===== src/rtl/arx_pkg.sv =====
package arx_pkg;
  typedef enum logic [1:0] {
    FMT_LEFT_J  = 2'd0,
    FMT_I2S     = 2'd1,
    FMT_RIGHT_J = 2'd2,
    FMT_PULSE   = 2'd3
  } frame_fmt_e;

  typedef enum logic [1:0] {
    WL_SHORT    = 2'd0,
    WL_MID      = 2'd1,
    WL_FULL     = 2'd2,
    WL_FULL_ALT = 2'd3
  } word_len_e;
endpackage


===== src/rtl/arx_frame_timer.sv =====
module arx_frame_timer #(
  parameter int POS_W = 8
) (
  input  logic             clk,
  input  logic             rst,
  input  logic             lr,
  input  logic             rise_only,
  output logic             lr_q,
  output logic             anchor,
  output logic [POS_W-1:0] pos_now,
  output logic [POS_W-1:0] pos_q
);
  localparam logic [POS_W-1:0] POS_MAX = '1;

  logic primed_q;
  logic edge_seen;

  // No edge is trusted until one bit has been sampled after reset
  assign edge_seen = primed_q && (lr != lr_q);
  assign anchor    = rise_only ? (edge_seen && lr) : edge_seen;

  always_comb begin
    if (anchor)                pos_now = '0;
    else if (pos_q == POS_MAX) pos_now = POS_MAX;
    else                       pos_now = pos_q + 1'b1;
  end

  always_ff @(posedge clk) begin
    if (rst) begin
      primed_q <= 1'b0;
      lr_q     <= 1'b0;
      pos_q    <= POS_MAX;
    end else begin
      primed_q <= 1'b1;
      lr_q     <= lr;
      pos_q    <= pos_now;
    end
  end
endmodule


===== src/rtl/arx_lane_shift.sv =====
module arx_lane_shift #(
  parameter int SAMPLE_W = 24
) (
  input  logic                clk,
  input  logic                rst,
  input  logic                sd,
  output logic [SAMPLE_W-1:0] sr_q,
  output logic [SAMPLE_W-1:0] sr_next
);
  assign sr_next = {sr_q[SAMPLE_W-2:0], sd};

  always_ff @(posedge clk) begin
    if (rst) sr_q <= '0;
    else     sr_q <= sr_next;
  end
endmodule


===== src/rtl/arx_capture_ctl.sv =====
module arx_capture_ctl
  import arx_pkg::*;
#(
  parameter int SAMPLE_W  = 24,
  parameter int SLOT_BITS = 32,
  parameter int NSLOT     = 6,
  parameter int POS_W     = 8
) (
  input  logic             clk,
  input  logic             rst,
  input  frame_fmt_e       fmt,
  input  word_len_e        wlen,
  input  logic             packed_en,
  input  logic             anchor,
  input  logic             lr,
  input  logic             lr_q,
  input  logic [POS_W-1:0] pos_now,
  input  logic [POS_W-1:0] pos_q,
  output logic             cap_left,
  output logic             cap_right,
  output logic             use_prev,
  output logic [NSLOT-1:0] slot_cap,
  output logic [POS_W-1:0] wshift
);
  localparam logic [POS_W-1:0] POS_MAX = '1;

  logic [POS_W-1:0] wl;
  logic             rj_hit;

  always_comb begin
    case (wlen)
      WL_SHORT: wl = POS_W'(SAMPLE_W - 8);
      WL_MID:   wl = POS_W'(SAMPLE_W - 4);
      default:  wl = POS_W'(SAMPLE_W);
    endcase
  end

  assign wshift = POS_W'(SAMPLE_W) - wl;

  // Right-justified: the word just ended on the previous half, which must have been long enough
  assign rj_hit = anchor && (pos_q != POS_MAX) && (pos_q >= wl - 1'b1);

  always_comb begin
    cap_left  = 1'b0;
    cap_right = 1'b0;
    use_prev  = 1'b0;
    if (!packed_en) begin
      case (fmt)
        FMT_LEFT_J: begin
          cap_left  = (pos_now == wl - 1'b1) && lr;
          cap_right = (pos_now == wl - 1'b1) && !lr;
        end
        FMT_I2S: begin
          cap_left  = (pos_now == wl) && !lr;
          cap_right = (pos_now == wl) && lr;
        end
        FMT_RIGHT_J: begin
          use_prev  = 1'b1;
          cap_left  = rj_hit && lr_q;
          cap_right = rj_hit && !lr_q;
        end
        FMT_PULSE: begin
          cap_left  = (pos_now == wl);
          cap_right = (pos_now == (wl << 1));
        end
        default: ;
      endcase
    end
  end

  for (genvar s = 0; s < NSLOT; s++) begin : g_slot
    localparam logic [POS_W-1:0] BASE = POS_W'(s * SLOT_BITS);
    assign slot_cap[s] = packed_en && (pos_now == BASE + wl - 1'b1);
  end


  slot_onehot_chk: assert property (@(posedge clk) disable iff (rst)
    $onehot0(slot_cap));
endmodule


===== src/rtl/audio_serial_rx.sv =====
module audio_serial_rx
  import arx_pkg::*;
#(
  parameter int SAMPLE_W  = 24,
  parameter int SLOT_BITS = 32,
  parameter int LANES     = 3
) (
  input  logic                          clk,
  input  logic                          rst,
  input  logic [1:0]                    fmt_sel,
  input  logic [1:0]                    wlen_sel,
  input  logic                          packed_en,
  input  logic                          lrclk,
  input  logic [LANES-1:0]              sdin,
  output logic [2*LANES*SAMPLE_W-1:0]   ch_data,
  output logic                          ch_valid
);
  localparam int NCH   = 2 * LANES;
  localparam int POS_W = $clog2(NCH * SLOT_BITS + 1);

  frame_fmt_e       fmt;
  word_len_e        wlen;
  logic             lr_q;
  logic             anchor;
  logic [POS_W-1:0] pos_now;
  logic [POS_W-1:0] pos_q;
  logic             cap_left;
  logic             cap_right;
  logic             use_prev;
  logic [NCH-1:0]   slot_cap;
  logic [POS_W-1:0] wshift;

  logic [SAMPLE_W-1:0] sr_q_a  [LANES];
  logic [SAMPLE_W-1:0] sr_nx_a [LANES];
  logic [SAMPLE_W-1:0] algn    [LANES];
  logic [SAMPLE_W-1:0] hold    [NCH-1];
  logic [SAMPLE_W-1:0] outr    [NCH];
  logic [NCH-2:0]      slot_mask;
  logic                left_seen;

  assign fmt  = frame_fmt_e'(fmt_sel);
  assign wlen = word_len_e'(wlen_sel);

  arx_frame_timer #(.POS_W(POS_W)) u_timer (
    .clk       (clk),
    .rst       (rst),
    .lr        (lrclk),
    .rise_only (packed_en || (fmt == FMT_PULSE)),
    .lr_q      (lr_q),
    .anchor    (anchor),
    .pos_now   (pos_now),
    .pos_q     (pos_q)
  );

  arx_capture_ctl #(
    .SAMPLE_W  (SAMPLE_W),
    .SLOT_BITS (SLOT_BITS),
    .NSLOT     (NCH),
    .POS_W     (POS_W)
  ) u_ctl (
    .clk       (clk),
    .rst       (rst),
    .fmt       (fmt),
    .wlen      (wlen),
    .packed_en (packed_en),
    .anchor    (anchor),
    .lr        (lrclk),
    .lr_q      (lr_q),
    .pos_now   (pos_now),
    .pos_q     (pos_q),
    .cap_left  (cap_left),
    .cap_right (cap_right),
    .use_prev  (use_prev),
    .slot_cap  (slot_cap),
    .wshift    (wshift)
  );

  for (genvar i = 0; i < LANES; i++) begin : g_lane
    arx_lane_shift #(.SAMPLE_W(SAMPLE_W)) u_shift (
      .clk     (clk),
      .rst     (rst),
      .sd      (sdin[i]),
      .sr_q    (sr_q_a[i]),
      .sr_next (sr_nx_a[i])
    );
    // Shorter words move to the top of the field; zeros fill in below
    assign algn[i] = (use_prev ? sr_q_a[i] : sr_nx_a[i]) << wshift;
  end

  always_ff @(posedge clk) begin
    if (rst) begin
      for (int c = 0; c < NCH - 1; c++) hold[c] <= '0;
      for (int c = 0; c < NCH; c++)     outr[c] <= '0;
      slot_mask <= '0;
      left_seen <= 1'b0;
      ch_valid  <= 1'b0;
    end else begin
      ch_valid <= 1'b0;
      if (packed_en) begin
        for (int c = 0; c < NCH - 1; c++)
          if (slot_cap[c]) hold[c] <= algn[0];
        if (anchor) begin
          slot_mask <= '0;
        end else if (slot_cap[NCH-1]) begin
          slot_mask <= '0;
          if (&slot_mask) begin
            for (int c = 0; c < NCH - 1; c++) outr[c] <= hold[c];
            outr[NCH-1] <= algn[0];
            ch_valid    <= 1'b1;
          end
        end else begin
          slot_mask <= slot_mask | slot_cap[NCH-2:0];
        end
      end else begin
        if (cap_left) begin
          for (int i = 0; i < LANES; i++) hold[2*i] <= algn[i];
          left_seen <= 1'b1;
        end
        if (cap_right) begin
          left_seen <= 1'b0;
          if (left_seen) begin
            for (int i = 0; i < LANES; i++) begin
              outr[2*i]   <= hold[2*i];
              outr[2*i+1] <= algn[i];
            end
            ch_valid <= 1'b1;
          end
        end
      end
    end
  end

  for (genvar c = 0; c < NCH; c++) begin : g_flat
    assign ch_data[c*SAMPLE_W +: SAMPLE_W] = outr[c];
  end


  valid_pulse_chk: assert property (@(posedge clk) disable iff (rst)
    ch_valid |=> !ch_valid);


  data_hold_chk: assert property (@(posedge clk) disable iff (rst)
    !ch_valid |-> $stable(ch_data));


  packed_src_chk: assert property (@(posedge clk) disable iff (rst)
    (ch_valid && packed_en) |-> $past(slot_cap[NCH-1]));


  pair_src_chk: assert property (@(posedge clk) disable iff (rst)
    (ch_valid && !packed_en) |-> $past(cap_right));
endmodule


===== config.mk =====
export PLATFORM = sky130hd
export DESIGN_NAME = audio_serial_rx
export DESIGN_NICKNAME = d
export VERILOG_FILES = /design/src/rtl/arx_pkg.sv /design/src/rtl/arx_frame_timer.sv /design/src/rtl/arx_lane_shift.sv /design/src/rtl/arx_capture_ctl.sv /design/src/rtl/audio_serial_rx.sv
export SDC_FILE = /design/constraint.sdc
export NUM_CORES = 1
export LEC_CHECK = 0
export BUFFER_PORTS_ARGS = -buffer_cell sky130_fd_sc_hd__buf_2
export CORE_ASPECT_RATIO = 1.4
export CORE_UTILIZATION = 55
export CTS_CLUSTER_SIZE = 40
export DETAILED_ROUTE_END_ITERATION = 7
export PLACE_DENSITY = 0.84
export REMOVE_ABC_BUFFERS = 1
export SLEW_MARGIN = 20
export SYNTH_ARGS = -nofsm -noshare
export SYNTH_HDL_FRONTEND = slang
export SYNTH_SLANG_ARGS = --single-unit

===== constraint.sdc =====
create_clock -name clk -period 29.4 [get_ports clk]
set_input_delay 0 -clock clk [delete_from_list [all_inputs] [get_ports clk]]
set_output_delay 0 -clock clk [all_outputs]
set_load 0.05 [all_outputs]

======== Word-level counts from Yosys, hierarchy flattened ========
Memories as Yosys holds them, arrays and structs flattened.
Index checks and enable logic that the tools add are counted.
word-level totals
  bits in registers ....................... 89
  bits in latches ......................... 0
  bits in writable memories ............... 264
  bits in read-only memories .............. 0
  input bits .............................. 11
  output and inout port bits .............. 145
  logic and storage cells ................. 165
  memories kept ........................... 2
memories
  name  depth  bits a word  rd ports  clocked after Yosys merged registers in  wr ports  line                   source
  outr  6      24           6         0                                        6         audio_serial_rx.sv:37  logic [SAMPLE_W-1:0] outr [NCH];
  hold  5      24           5         0                                        5         audio_serial_rx.sv:36  logic [SAMPLE_W-1:0] hold [NCH-1];
operators by class
  $add $sub $neg .......................... 13
  multiply operators ...................... 0
  div/mod/pow operators ................... 0
  $lt $le $gt $ge ......................... 1
  equal/unequal tests ..................... 15
  shift-type cells ........................ 3
  mux-type cells .......................... 76
  bitwise logic cells ..................... 22
  reduce and logical (&&, ||, !) cells .... 24
operator list
  operator                                                             number
  24-bit 2-to-1 mux                                                    23
  24-bit by 8-bit left shift with 24-bit output                        3
  8-bit equality test                                                  6
  1-bit 2-to-1 mux                                                     46
  8-bit by 1-bit subtractor with 8-bit output (second input constant)  5
  1-bit bitwise OR                                                     20
  7-bit by 5-bit adder with 8-bit output (first input constant)        2
  8-bit by 5-bit adder with 8-bit output (first input constant)        2
  1-bit logical AND                                                    16
  8-bit 2-to-1 mux                                                     2
  5-bit 2-to-1 mux                                                     2
  8-bit by 1-bit adder with 8-bit output (second input constant)       1
  8-bit by 5-bit equality test with 1-bit output                       1
  8-bit by 6-bit equality test with 1-bit output                       1
  8-bit equality test (second input constant)                          1
  8-bit greater-or-equal comparator                                    1
  8-bit != test (second input constant)                                1
  1-bit one-hot mux with 4 select lines                                2
  4-bit one-hot mux with 2 select lines                                1
  6-bit by 5-bit adder with 7-bit output (first input constant)        1
  5-bit by 1-bit subtractor with 6-bit output (second input constant)  1
  5-bit by 5-bit subtractor with 6-bit output (first input constant)   1
  5-bit bitwise OR                                                     1
  5-bit AND reduction                                                  1
  9 further kinds                                                      13

======== Depth between registers and ports, before layout ========
  depth in word-level cells ............... 14
  mapped depth ............................ 14
  gate-level depth less buffers ........... 11

======== By module ========
From an unflattened synthesis, not the netlist that was laid out.
unflattened totals
  cell total of the unflattened synthesis .. 1,765
  area, all modules ....................... 19,947.9 um^2
modules (own cells, without submodules)
  module           times used  cells an instance  area an instance (um^2)  sequential area each (um^2)
  audio_serial_rx  1           1,422              16,383.2                 8,067.7
  arx_lane_shift   3           74                 873.3                    480.5
  arx_frame_timer  1           53                 475.5                    200.2
  arx_capture_ctl  1           68                 469.2                    0.0

======== Worst setup path after synthesis ========
No wires, ideal clock.
  path kind ............................... flip-flop to flip-flop
  from .................................... reg u_timer.pos_q[0]
  to ...................................... mem outr[0][0] (enable)
  setup time .............................. 765 ps
  data arrival time ....................... 10,694 ps
  required time ........................... 28,635 ps
  setup slack ............................. 17,941 ps
  cell stages (with the launch flop) ...... 12
  path buffers ............................ 2
  period minus slack after synthesis ...... 11,459 ps
  path through ............................ dfxtp_1 -> ha_1 -> buf_4 -> and2_1 -> buf_6 -> a31oi_1 -> a21boi_2 -> mux2i_1 -> nand4b_1 -> o31ai_4 -> a22oi_1 -> o21ai_0
RTL lines
  element                   line                   source
  start: declaration        arx_frame_timer.sv:11  output logic [POS_W-1:0] pos_q
  start signal: assignment  arx_frame_timer.sv:36  pos_q <= pos_now;
  end: declaration          audio_serial_rx.sv:37

==> run summary <==
Outcome = completed
Iteration-0 DRC Markers = 1055
Synth Register Bits = 353
I/O pin count = 156
Maximum number of pins on one net before global-route repair = 97
Clk_skew = 0.0130 ns
Met2 GRT Util = 45.9%
CP Capture Type = flop
Leak pwr = 6.70 nW
Pwr Total = 1.09 mW
Pwr/cell area = 63.0 mW/mm2
Routed vias = 10300
Mean post-synth cell area = 12.1 um2
Hold WC Path Type = input pin to flop
Fin. max-slew vios = 0
Reg power frac = 51.5%
Vias in the first global route = 9964
Type of the worst setup path = input pin to flop
CTS max path bufs = 3
Hold Worst Slack = 0.190 ns
Final period demand of the worst path = 4.53 ns
Post-synth EDFFs = 264
Post-route clock period utilization = 15.4%
Int Power = 816 uW
Post-CTS setup buffer count = 0
Sw frac = 25.3%
Port Buffers = 155
Router iterations before antenna repair = 6
Num CTS Buffers = 30
Worst vdd ir = 0.0366 mV
Post-synth top area share = 52.0%
Gr usage total = 25.3%
Required @ worst endpoint = 29.63 ns
Placed insts = 1719
Routed len/inst = 20.0 um
Largest cells by area after synthesis = edfxtp_1, dfxtp_1, mux2i_1, nor2b_1, o21ai_0
Final setup fails = 0
H-tree depth = 1
Warnings, synthesis = 0
Util after Layout = 63.9%
Final GP Congestion = 0.945
Primary FF master, synth = edfxtp_1
Switching power = 276 uW
Area leader, netlist = edfxtp_1
Row count = 71
Gr busiest metal = met2
Die height = 199 um
Initial core utilization = 56.3%
Total grt overflow = 0
Max cap viols = 0
Fmax = 221 MHz
Area of placed instances = 0.0162 mm2
Ys async rst share = 0%
First-pass GRT wire length = 54200 um
CTS sink cnt = 353
Library cells used by synthesis = 68
Die Area = 0.0284 mm2
Total core area = 0.0271 mm2
Worst-path clk slew = 0.07 ns
Seq/Total Area, Yosys = 63.7%
Cells after Synth = 1262
Power share of the combinational group = 11.4%
Clock power frac = 37.1%
RSZ-0062 raised after global routing = no
CTS tree = done
Die width = 143 um
Post-route ant nets = 0
Clk_lat worst skew = 0.56 ns
Startpoint Class = input pin
Setup ws final = 24.87 ns
WP data arrival = 4.77 ns
P&R area growth vs syn = 13.6%
Number of antenna violations at the first check in global routing = 0
DRC Markers = 0
Final hold violation count = 0
Via density = 5.75
Slew @ Worst Pin = 1.01 ns
CTS root buf = clkbuf_16
Rel. slew slack = 32.3%
Setup TNS = 0 ns
Mapped Area = 0.0152 mm2
Critical path peak fanout = 96
Grt met1 use = 29.5%
Final net count = 1409
Non-filler cells in the finished layout = 1784
M3 GR Usage = 2.77%
DP Worst Slack = 24.15 ns
Share of cells above drive strength 1 = 18.4%
Antenna diodes = 0
DRT Wirelength = 35600 um
DP Wirelength = 24200 um
Final Cell Area = 0.0173 mm2
## worst max-delay path, stage by stage
cell	delay [ns]
buf_2	0.08
buf_4	0.61
inv_2	0.31
nand2_1	0.61
inv_2	0.20
ha_1	0.33
a221oi_1	0.08
o21a_1	0.25
nor4_1	0.44
a311oi_2	0.11
nor3_4	0.65
or2_1	0.26
or3_1	0.37
buf_4	0.37
## cells by family after synthesis
logic type,count (synthesis),share of synthesized area [%]
buffers and inverters,117,3.73
AO/OA/AOI/OAI,268,10.7
flip-flops,353,63.7
XOR/XNOR,6,0.345
AND/OR/NAND/NOR,399,13.7
multiplexers,116,7.64
adder cells (fa/ha/maj),3,0.246
## placed cells by master (no fill, tap or decap), types with 6 or more instances in the layout
cell,Yosys,final
a21oi_1,30,30
a22o_1,6,6
a31oi_1,9,9
buf_2,25,155
buf_4,6,19
clkbuf_1,39,9
clkbuf_16,0,31
clkinv_2,0,6
dfxtp_1,89,89
dlygate4sd3_1,0,9
edfxtp_1,264,264
inv_1,32,32
mux2i_1,113,113
nand2_1,123,123
nand2b_1,6,6
nand3_1,13,13
nor2_1,45,45
nor2b_1,149,149
nor3_1,7,6
o21ai_0,106,102
o21ai_1,38,39
o21bai_1,6,6
o22ai_1,27,27
or2_1,7,7
or2_2,20,20
xnor2_1,6,6
## synthesized netlist by cell type, drive strengths merged (6+ instances only)
cell	n
o21ai	144
nor2	45
buf	43
o22ai	27
nand3	13
nand2	123
mux2i	113
nand2b	6
and3	7
nor2b	149
a21oi	32
nor3	8
clkbuf	39
inv	34
edfxtp	264
a22o	7
xnor2	6
a31oi	9
o21bai	6
dfxtp	89
or2	27
## power groups by stage
stage / registers (mW) / clock network [mW] / logic, mW
6_report: 0.562 / 0.405 / 0.125
3_3_place_gp: 0.573 / 0 / 0.121
5_1_grt: 0.564 / 0.424 / 0.134
3_5_place_dp: 0.573 / 0 / 0.122
4_1_cts: 0.562 / 0.407 / 0.124
2_1_floorplan: 0.597 / 0 / 0.0645
## sequential cells by signal, indices dropped and copies added, names as in the netlist
signal               flops
u_timer.lr_q             1
g_lane.u_shift.sr_q     72
slot_mask                5
outr                   144
left_seen                1
u_timer.pos_q            8
ch_valid                 1
hold                   120
u_timer.primed_q         1
## per-layer routing
layer	vias to the layer above	share of wire [%]	routed length (um)
met2	429	52	18700
li1	4806	-	-
met3	91	5.4	1930
met4	0	4.3	1530
met1	4930	38	13500
met5	-	0	0
## final cells by class
type	count	area (um2)
fillers	1975	9780
flip-flops and latches	353	9710
multi-input cells	792	5010
repair buffers	183	1010
clock buffers	40	810
well taps	365	457
clock inverters	16	188
inverters	35	131
## worst paths after layout
kind,depth (start not counted),endpoint,slack (ns),startpoint
max,14,hold[0][11]$_DFFE_PP_,24.87,wlen_sel[1]
min,5,u_timer.pos_q[2]$_SDFF_PP1_,0.19,fmt_sel[0]
max reg2reg,10,outr[3][12]$_SDFFCE_PN0P_,25.15,u_timer.pos_q[0]$_SDFF_PP1_
min reg2reg,2,slot_mask[3]$_SDFFE_PP0P_,0.46,slot_mask[3]$_SDFFE_PP0P_
## repair_timing
action,in CTS,in global routing
resized for setup,0,0
hold endpoints to repair,17,0
endpoints found under the setup margin,0,0
hold buffers,9,0
Note: power is estimated with default switching activity, not from simulation.
